<file path="config.mk">
export PLATFORM = sky130hd
export DESIGN_NAME = dfe_alu_cell
export DESIGN_NICKNAME = d
export VERILOG_FILES = /design/src/rtl/dfe_pkg.sv /design/src/rtl/dfe_opnd_reg.sv /design/src/rtl/dfe_exec.sv /design/src/rtl/dfe_out_buf.sv /design/src/rtl/dfe_alu_cell.sv
export SDC_FILE = /design/constraint.sdc
export NUM_CORES = 2
export LEC_CHECK = 0
export ABC_AREA = 0
export BUFFER_PORTS_ARGS = -buffer_cell sky130_fd_sc_hd__buf_2
export CAP_MARGIN = 30
export CORE_UTILIZATION = 55
export CTS_BUF_LIST = sky130_fd_sc_hd__clkbuf_8
export DETAILED_ROUTE_END_ITERATION = 12
export PLACE_DENSITY = 0.73
export SYNTH_ARGS = -nofsm -noshare
export SYNTH_HDL_FRONTEND = slang
export SYNTH_SLANG_ARGS = --single-unit
</file>
<file path="constraint.sdc">
create_clock -name clk -period 18 [get_ports clk]
set_input_delay 0.9 -clock clk [delete_from_list [all_inputs] [get_ports clk]]
set_output_delay 0.9 -clock clk [all_outputs]
set_load 0.02 [all_outputs]
</file>
<file path="src/rtl/dfe_pkg.sv">
package dfe_pkg;
  typedef logic [3:0] opc_t;

  localparam opc_t OPC_ADD = 4'd0;
  localparam opc_t OPC_SUB = 4'd1;
  localparam opc_t OPC_AND = 4'd2;
  localparam opc_t OPC_OR  = 4'd3;
  localparam opc_t OPC_XOR = 4'd4;
  localparam opc_t OPC_SHL = 4'd5;
  localparam opc_t OPC_MUL = 4'd6;
  localparam opc_t OPC_MAC = 4'd7;
  localparam opc_t OPC_MIN = 4'd8;
  localparam opc_t OPC_CNT = 4'd9;
  localparam opc_t OPC_SEL = 4'd10;

  localparam int NUM_OPND = 3;

  // bit 0 = a, bit 1 = b, bit 2 = c, bit 3 = event operand
  typedef logic [NUM_OPND:0] need_t;

  function automatic need_t op_needs(opc_t op);
    case (op)
      OPC_MAC: op_needs = 4'b0111;
      OPC_CNT: op_needs = 4'b0001;
      OPC_SEL: op_needs = 4'b1011;
      default: op_needs = 4'b0011;
    endcase
  endfunction

  function automatic logic op_emits(opc_t op);
    op_emits = (op == OPC_ADD) || (op == OPC_SUB) ||
               (op == OPC_MAC) || (op == OPC_CNT);
  endfunction

  function automatic logic op_legal(opc_t op);
    op_legal = (op <= OPC_SEL);
  endfunction
endpackage

</file>
<file path="src/rtl/dfe_opnd_reg.sv">
module dfe_opnd_reg #(
  parameter int W = 32
) (
  input  logic         clk,
  input  logic         rst_n,
  input  logic         clr,
  input  logic         pre,
  input  logic [W-1:0] pre_data,
  input  logic         need,
  input  logic         blk,
  input  logic         in_valid,
  output logic         in_ready,
  input  logic [W-1:0] in_data,
  input  logic         take,
  output logic         full,
  output logic [W-1:0] data
);
  logic         full_q, full_d;
  logic         const_q, const_d;
  logic [W-1:0] data_q, data_d;
  logic         data_en;

  assign in_ready = need && !full_q && !const_q && !blk;

  always_comb begin
    full_d  = full_q;
    const_d = const_q;
    data_d  = data_q;
    data_en = 1'b0;
    if (clr) begin
      full_d  = 1'b0;
      const_d = 1'b0;
    end else if (pre) begin
      full_d  = 1'b1;
      const_d = 1'b1;
      data_d  = pre_data;
      data_en = 1'b1;
    end else if (in_valid && in_ready) begin
      full_d  = 1'b1;
      data_d  = in_data;
      data_en = 1'b1;
    end else if (take && !const_q) begin
      full_d  = 1'b0;
    end
  end

  always_ff @(posedge clk or negedge rst_n) begin
    if (!rst_n) begin
      full_q  <= 1'b0;
      const_q <= 1'b0;
      data_q  <= '0;
    end else begin
      full_q  <= full_d;
      const_q <= const_d;
      if (data_en) data_q <= data_d;
    end
  end

  assign full = full_q;
  assign data = data_q;
endmodule

</file>
<file path="src/rtl/dfe_exec.sv">
module dfe_exec
  import dfe_pkg::*;
#(
  parameter int DW = 32
) (
  input  opc_t          op,
  input  logic [DW-1:0] a,
  input  logic [DW-1:0] b,
  input  logic [DW-1:0] c,
  input  logic          e,
  input  logic [DW-1:0] cnt,
  output logic [DW-1:0] y,
  output logic          flag
);
  localparam int SHW = $clog2(DW);
  localparam int MSB = DW - 1;

  logic [DW-1:0] sum, dif, prod, mac;
  logic          ovf_add, ovf_sub, ovf_mac;

  assign sum  = a + b;
  assign dif  = a - b;
  assign prod = a * b;
  assign mac  = prod + c;

  assign ovf_add = (a[MSB] == b[MSB]) && (sum[MSB] != a[MSB]);
  assign ovf_sub = (a[MSB] != b[MSB]) && (dif[MSB] != a[MSB]);
  assign ovf_mac = (prod[MSB] == c[MSB]) && (mac[MSB] != prod[MSB]);

  always_comb begin
    y    = '0;
    flag = 1'b0;
    case (op)
      OPC_ADD: begin y = sum; flag = ovf_add; end
      OPC_SUB: begin y = dif; flag = ovf_sub; end
      OPC_AND: y = a & b;
      OPC_OR:  y = a | b;
      OPC_XOR: y = a ^ b;
      OPC_SHL: y = a << b[SHW-1:0];
      OPC_MUL: y = prod;
      OPC_MAC: begin y = mac; flag = ovf_mac; end
      OPC_MIN: y = ($signed(a) < $signed(b)) ? a : b;
      OPC_CNT: begin y = cnt; flag = (cnt == a); end
      OPC_SEL: y = e ? b : a;
      default: y = '0;
    endcase
  end
endmodule

</file>
<file path="src/rtl/dfe_out_buf.sv">
module dfe_out_buf #(
  parameter int W = 32
) (
  input  logic         clk,
  input  logic         rst_n,
  input  logic         push,
  input  logic [W-1:0] din,
  output logic         can_push,
  output logic         valid,
  input  logic         ready,
  output logic [W-1:0] dout
);
  logic         full_q, full_d;
  logic [W-1:0] data_q;

  assign can_push = !full_q || ready;

  always_comb begin
    full_d = full_q;
    if (push)       full_d = 1'b1;
    else if (ready) full_d = 1'b0;
  end

  always_ff @(posedge clk or negedge rst_n) begin
    if (!rst_n) begin
      full_q <= 1'b0;
      data_q <= '0;
    end else begin
      full_q <= full_d;
      if (push) data_q <= din;
    end
  end

  assign valid = full_q;
  assign dout  = data_q;
endmodule

</file>
<file path="src/rtl/dfe_alu_cell.sv">
module dfe_alu_cell
  import dfe_pkg::*;
#(
  parameter int DW = 32
) (
  input  logic          clk,
  input  logic          rst_n,
  input  logic          cfg_we,
  input  logic [1:0]    cfg_addr,
  input  logic [DW-1:0] cfg_wdata,
  input  logic          a_valid,
  output logic          a_ready,
  input  logic [DW-1:0] a_data,
  input  logic          b_valid,
  output logic          b_ready,
  input  logic [DW-1:0] b_data,
  input  logic          c_valid,
  output logic          c_ready,
  input  logic [DW-1:0] c_data,
  input  logic          ev_in_valid,
  output logic          ev_in_ready,
  input  logic          ev_in_data,
  output logic          y_valid,
  input  logic          y_ready,
  output logic [DW-1:0] y_data,
  output logic          ev_out_valid,
  input  logic          ev_out_ready,
  output logic          ev_out_data
);
  opc_t          op_q, op_d;
  logic          op_wr;
  need_t         need;
  logic [NUM_OPND:0] full_vec;

  logic [NUM_OPND-1:0]         in_v, in_r, pre_v;
  logic [NUM_OPND-1:0][DW-1:0] in_d, opnd;

  logic          e_opnd;
  logic [DW-1:0] cnt_q, cnt_d;
  logic [DW-1:0] res;
  logic          res_flag;
  logic          emits, have_all, y_can, e_can, fire;

  // configuration decode
  assign op_wr = cfg_we && (cfg_addr == 2'd0);
  assign need  = op_needs(op_q);
  assign emits = op_emits(op_q);

  always_comb begin
    op_d = op_q;
    if (op_wr) op_d = cfg_wdata[3:0];
  end

  always_ff @(posedge clk or negedge rst_n) begin
    if (!rst_n) op_q <= OPC_ADD;
    else        op_q <= op_d;
  end

  assign in_v = {c_valid, b_valid, a_valid};
  assign in_d = {c_data, b_data, a_data};
  assign a_ready = in_r[0];
  assign b_ready = in_r[1];
  assign c_ready = in_r[2];

  // data operand registers
  for (genvar i = 0; i < NUM_OPND; i++) begin : g_opnd
    assign pre_v[i] = cfg_we && (cfg_addr == 2'(i + 1));
    dfe_opnd_reg #(.W(DW)) u_reg (
      .clk      (clk),
      .rst_n    (rst_n),
      .clr      (op_wr),
      .pre      (pre_v[i]),
      .pre_data (cfg_wdata),
      .need     (need[i]),
      .blk      (cfg_we),
      .in_valid (in_v[i]),
      .in_ready (in_r[i]),
      .in_data  (in_d[i]),
      .take     (fire && need[i]),
      .full     (full_vec[i]),
      .data     (opnd[i])
    );
  end

  // event operand register
  dfe_opnd_reg #(.W(1)) u_ev_reg (
    .clk      (clk),
    .rst_n    (rst_n),
    .clr      (op_wr),
    .pre      (1'b0),
    .pre_data (1'b0),
    .need     (need[NUM_OPND]),
    .blk      (cfg_we),
    .in_valid (ev_in_valid),
    .in_ready (ev_in_ready),
    .in_data  (ev_in_data),
    .take     (fire && need[NUM_OPND]),
    .full     (full_vec[NUM_OPND]),
    .data     (e_opnd)
  );

  // firing rule
  assign have_all = &(~need | full_vec);
  assign fire = !cfg_we && op_legal(op_q) && have_all && y_can &&
                (!emits || e_can);

  dfe_exec #(.DW(DW)) u_exec (
    .op   (op_q),
    .a    (opnd[0]),
    .b    (opnd[1]),
    .c    (opnd[2]),
    .e    (e_opnd),
    .cnt  (cnt_q),
    .y    (res),
    .flag (res_flag)
  );

  // terminal counter state
  always_comb begin
    cnt_d = cnt_q;
    if (op_wr)
      cnt_d = '0;
    else if (fire && (op_q == OPC_CNT))
      cnt_d = res_flag ? '0 : cnt_q + 1'b1;
  end

  always_ff @(posedge clk or negedge rst_n) begin
    if (!rst_n) cnt_q <= '0;
    else        cnt_q <= cnt_d;
  end

  dfe_out_buf #(.W(DW)) u_ybuf (
    .clk      (clk),
    .rst_n    (rst_n),
    .push     (fire),
    .din      (res),
    .can_push (y_can),
    .valid    (y_valid),
    .ready    (y_ready),
    .dout     (y_data)
  );

  dfe_out_buf #(.W(1)) u_ebuf (
    .clk      (clk),
    .rst_n    (rst_n),
    .push     (fire && emits),
    .din      (res_flag),
    .can_push (e_can),
    .valid    (ev_out_valid),
    .ready    (ev_out_ready),
    .dout     (ev_out_data)
  );
endmodule

</file>
Word level (Yosys, flattened, before mapping)
Index checks and enable logic that the tools add are counted.
{"block": "classes", "addsub": 4, "mul": 1, "magnitude_cmp": 2, "eq_ne": 20, "n_shift": 1, "n_mux": 50, "n_bitwise": 6, "n_reduce_logical": 72}
{"cell": "32-bit two-way mux", "n": 11}
{"cell": "32-bit one-hot mux with 11 select lines", "n": 1}
{"cell": "32-bit adder", "n": 2}
{"cell": "1-bit two-way mux", "n": 36}
{"cell": "1-bit logical AND", "n": 35}
{"cell": "32-bit by 1-bit adder with 32-bit output, second input constant", "n": 1}
{"cell": "32-bit AND", "n": 1}
{"cell": "32-bit equality test", "n": 1}
{"cell": "32-bit less-than comparator", "n": 1}
{"cell": "32-bit by 32-bit multiplier with 32-bit output", "n": 1}
{"cell": "32-bit OR", "n": 1}
{"cell": "32-bit by 5-bit << shifter with 32-bit output", "n": 1}
{"cell": "32-bit subtractor", "n": 1}
{"cell": "32-bit XOR", "n": 1}
{"cell": "2-bit nonzero test", "n": 9}
{"cell": "4-bit by 3-bit equality test with 1-bit output, second input constant", "n": 4}
{"cell": "4-bit equality test, second input constant", "n": 3}
{"cell": "4-bit one-hot mux with 3 select lines", "n": 1}
{"cell": "3-bit AND reduction", "n": 4}
{"cell": "4-bit nonzero test", "n": 3}
{"cell": "1-bit zero test", "n": 11}
{"cell": "4-bit by 2-bit equality test with 1-bit output, second input constant", "n": 2}
{"cell": "1-bit logical OR", "n": 6}
{"cell": "2-bit equality test, second input constant", "n": 2}
{"cell": "other kinds (13)", "n": 17}
{"block": "totals", "register_bits": 175, "in_bits": 140, "out_inout_bits": 39, "word_cells": 173}

Longest topological paths before layout
{"block": "logic_depth", "depth_word": 14, "depth_mapped": 40, "ltp_nobuf": 37}

Modules after synthesis
Synthesis repeated with hierarchy kept, for this count alone.
{"block": "hier_totals", "cells_unflattened": 4110, "area_unflattened_um2": 35119.9}
{"mod": "dfe_exec", "n_inst": 1, "cells_each": 3166, "area_per_inst_um2": 24711.2, "seq_area_each_um2": 0.0}
{"mod": "dfe_opnd_reg at g_opnd[0].u_reg ...", "n_inst": 3, "cells_each": 199, "area_per_inst_um2": 2205.9, "seq_area_each_um2": 850.8}
{"mod": "dfe_alu_cell", "n_inst": 1, "cells_each": 255, "area_per_inst_um2": 2160.8, "seq_area_each_um2": 900.9}
{"mod": "dfe_out_buf at u_ybuf", "n_inst": 1, "cells_each": 71, "area_per_inst_um2": 1378.8, "seq_area_each_um2": 825.8}
{"mod": "dfe_opnd_reg at u_ev_reg", "n_inst": 1, "cells_each": 16, "area_per_inst_um2": 171.4, "seq_area_each_um2": 75.1}
{"mod": "dfe_out_buf at u_ebuf", "n_inst": 1, "cells_each": 5, "area_per_inst_um2": 80.1, "seq_area_each_um2": 50.0}

Worst setup path after synthesis
No wires, ideal clock.
{"block": "synth_path", "path_kind": "reg2reg", "from": "register g_opnd[1].u_reg.data_q[2]", "to": "register u_ybuf.data_q[31], in the netlist u_ybuf.dout[31]", "setup_time_ps": 126, "arrival_time_ps": 9389, "required_ps": 17874, "path_slack_ps": 8485, "path_stages_with_launch": 37, "path_buffers": 4, "period_less_slack_ps": 9515, "cell_sequence": "dfrtp_1 -> clkbuf_1 -> clkinv_1 -> clkbuf_1 -> buf_1 -> buf_1 -> nor2_1 -> fa_1 -> inv_1 -> fa_1 -> fa_1 -> fa_1 -> inv_1 -> fa_1 -> inv_1 -> fa_1 -> inv_1 -> fa_1 -> fa_1 -> ha_1 -> o21ai_0 -> a21oi_1 -> or2_2 -> o31a_1 -> a21o_1 -> o41ai_1 -> o21ai_0 -> xor2_1 -> ha_1 -> or3_1 -> o21ai_0 -> a21oi_1 -> a21o_1 -> a31oi_1 -> xnor3_1 -> and2_1 -> o32a_1"}
{"block": "synth_between", "elab_chain_len": 3, "word_cells_on_any_way": 8, "classes_between": "add/sub: 3; mul: 1; order compare: 1; shift: 1; mux: 2"}
{"element": "from (decl)", "line_no": "dfe_opnd_reg.sv:20", "text": "logic [W-1:0] data_q, data_d;"}
{"element": "from (signal assigned)", "line_no": "dfe_opnd_reg.sv:55", "text": "if (data_en) data_q <= data_d;"}
{"element": "32-bit by 32-bit multiplier with 32-bit output or 32-bit less-than comparator (tied branches)", "line_no": "dfe_exec.sv:23, dfe_exec.sv:42"}
{"element": "32-bit adder or 32-bit two-way mux (tied branches)", "line_no": "dfe_exec.sv:24, dfe_exec.sv:42"}
{"element": "32-bit one-hot mux with 11 select lines *", "line_no": "dfe_exec.sv:33", "text": "case (op)"}
{"element": "to (signal assigned)", "line_no": "dfe_out_buf.sv:30", "text": "if (push) data_q <= din;"}
{"element": "to (decl)", "line_no": "dfe_out_buf.sv:14", "text": "logic [W-1:0] data_q;"}
Mark *: on every way between the ends. The rest lies on a longest branch, timed or not.
A chain may end at the register's enable or synchronous reset.

Final worst setup path
{"block": "layout_path", "from": "register g_opnd[1].u_reg.data_q[5]", "to": "register u_ybuf.data_q[31], in the netlist u_ybuf.dout[31]"}
The elaborated chain is that of the path after synthesis.

==> impl_results.md <==
- Critical Path RT: 18520 ps
- CP max stage cell: clkinv_1
- FF+latch count, synth: 175
- # IOs: 179
- Nets: 4791
- Syn_nets: 4786
- Worst slew margin: 0.3076
- Post-Syn Instances: 3983
- Slowest stage delay, CP: 930 ps
- Hold Violations, Final: 0
- Final critical-path share of the clock period: 0.6113
- FF+latch area: 4383 um2
- Clock Sink Count: 175
- Mapped cell area: 32740 um2
- Synth-to-Final Area Change: 6.043%
- Gr ovfl total: 0
- Critical Path End Type: flop
- Post-Synth XOR/XNOR Area: 0.04338
- Inserted Clock Buffers: 17
- Final antenna-violating net count: 0
- CP arrival: 11530 ps
- Largest family of logic cells by synthesized area: adder cells
- CP Max Fanout: 19
- Root buffer cell: clkbuf_8
- Total routed wirelength: 141.1 mm
- Share of layout cells above drive strength 1: 0.08973
- Die Y: 246.0 um
- Worst-Skew Late Latency: 650 ps
- Port Buf Inserts: 178
- Tightest Pin Transition: 1036 ps
- Iteration-0 DRC Markers: 4424
- Area of the multi-input gates: 25430 um2
- CTS Hold Buffers Added: 0
- Final Util: 0.5893
- RSZ-0062 raised after global routing: no
- Post-synth EDFFs: 0
- Global-route wire length before repair: 206.8 mm
- Gr usage total: 0.4751
- Distinct cells, synth: 77
- Post-synthesis sequential area ratio: 0.1338
- Ys flop type: dfrtp_1
- Max Freq: 0.09088 GHz
- CP Class: reg2reg
- FILL cells: 5356
- Detailed Place HPWL: 106.8 mm
- Routed wire length per instance: 29.51 um
- Clk slew on worst S/H paths: 140 ps
- Synth Area in Simple Gates: 0.1498
- Syn. warnings: 0
- Worst hold path type: in2async
- Mean Syn Cell Area: 8.219 um2
- Most used cell, CP: fa_1
- Post-synthesis compound-gate area fraction: 0.1626
- Max-cap viol count: 0
- Initial antenna violation count: 6
- Commonest non-fill, non-tap cell in the layout: inv_1
- DRC Markers: 0
- Setup_tns: 0 ps
- Initial core utilization: 0.5557
- Hold WS: 348.7 ps
- Commonest non-fill, non-tap cells in the layout: inv_1 (502), nand2_1 (490), nor2_1 (458)
- Post-CTS sizing: 0
- Via count: 31.83k
- Worst setup SP type: flop
- Clk buf depth: 2
- Post-synthesis mux area share: 0.07094
- Tmin final: 11000 ps
- Site Rows: 89
- Vias in the first global route: 30.71k
- Status: complete, no violations
- Post-Synth Adder-Cell Area: 0.3477
- Final GP Congestion: 1.096
- Fraction of registers with async set or reset after synthesis: 1.000
- TritonCTS clock tree: built
- DR vias/cell: 6.658
- Final Worst Setup Slack: 6996 ps
- Largest net degree at the start of global routing: 111
- Core area: 58910 um2
- Die Wd: 246.0 um
- Max-slew violation count: 0
- Die area: 60500 um2
- Skew final: 30.06 ps
- Place WS: 7463 ps
- Endpoints failing setup: 0
- DR pass1 iterations: 9
- Post-CTS setup buffers: 0
- H-tree levels: 4
[layout make-up]
| class | count | area share |
|---|---|---|
| Inverter | 520 | 0.05623 |
| Tap cell | 773 | 0.02786 |
| Antenna cell | 6 | 0.0004325 |
| Clock buffer | 17 | 0.006740 |
| Sequential cell | 175 | 0.1263 |
| Clock inverter | 15 | 0.006055 |
| Timing Repair Buffer | 258 | 0.04372 |
| Multi-Input combinational cell | 3016 | 0.7327 |
[registers in the layout, indices dropped and copies added, names as in the netlist]
name                  cells
u_ybuf.dout              32
u_ebuf.valid              1
cnt_q                    32
g_opnd.u_reg.data        96
op_q                      4
u_ybuf.valid              1
u_ev_reg.data             1
g_opnd.u_reg.full         3
u_ebuf.dout               1
u_ev_reg.full             1
g_opnd.u_reg.const_q      3
[cell usage after synthesis (13+ instances only)]
library cell  number  share of area
o22ai_1           26         0.0050
ha_1             252          0.096
a211oi_1          30         0.0069
clkbuf_1         215          0.025
o31ai_1           13         0.0030
o21ai_0          182          0.028
a221oi_1          51          0.014
nor2_1           460          0.053
mux2i_1          178          0.054
a31oi_1           52         0.0099
o2111ai_1         17         0.0045
nand4_1           23         0.0044
nand2_1          491          0.056
a21oi_1          210          0.032
o21bai_1          21         0.0048
nor4_1            20         0.0038
nor3_1            47         0.0072
inv_1            502          0.058
buf_1             47         0.0054
o221ai_1          19         0.0051
o22a_1            13         0.0035
a221o_1           14         0.0043
and3_1            19         0.0036
nand2b_1          32         0.0061
xnor2_1           95          0.025
a22oi_1           16         0.0037
fa_1             411           0.25
mux4_2            22          0.015
o211ai_1          26         0.0060
nand3_1           47         0.0072
xor2_1            62          0.017
dfrtp_1          175           0.13
a21o_1            29         0.0067
clkinv_1          15         0.0017
[path summary, 6_finish.rpt]
path | start | end | slack, ps | depth (start not counted)
worst max-delay path | g_opnd[1].u_reg.data[5]$_DFFE_PN0P_ | u_ybuf.dout[31]$_DFFE_PN0P_ | 7000 | 30
worst min-delay path | rst_n | g_opnd[2].u_reg.data[27]$_DFFE_PN0P_ | 350 | 1
worst max register to register | g_opnd[1].u_reg.data[5]$_DFFE_PN0P_ | u_ybuf.dout[31]$_DFFE_PN0P_ | 7000 | 30
worst min register to register | u_ybuf.dout[0]$_DFFE_PN0P_ | u_ybuf.dout[0]$_DFFE_PN0P_ | 500 | 2
max in group asynchronous | rst_n | g_opnd[0].u_reg.data[11]$_DFFE_PN0P_ | 16410 | 3
min in group clk | u_ybuf.dout[0]$_DFFE_PN0P_ | u_ybuf.dout[0]$_DFFE_PN0P_ | 500 | 2
[per-stage QoR]
step / instance area (um2) / cells
global route: 34710 / 4778
CTS: 34670 / 4773
finish: 34710 / 4780
global placement: 34220 / 4740
floorplan: 32740 / 3983
detailed placement: 34230 / 4741
[per-layer routing]
metal,vias up,wire (um),GRT usage
li1,13257,-,-
met1,15426,50320,0.5867
met2,2402,57000,0.6645
met3,736,19930,0.1845
met4,6,13690,0.3582
met5,-,126,0.01471
[critical path, delay by kind of cell, from the launching register on]
family	cells	cell delay, ps
compound gates	12	3110
xor+xnor	2	720
fa+ha+maj	10	4220
buf+inv	3	1030
flops	1	840
simple gates	3	940
[logic make-up after synthesis]
kind of cell               count (synthesis)
AOI/OAI and AO/OA                        809
muxes                                    204
xor gates and xnor gates                 159
DFF                                      175
and+or+nand+nor                         1181
buffers and inverters                    792
adders and majority gates                663
Power is left out: the tool's default activity adds up to more than one toggle a clock period on the data nets, which glitch-free logic cannot reach.
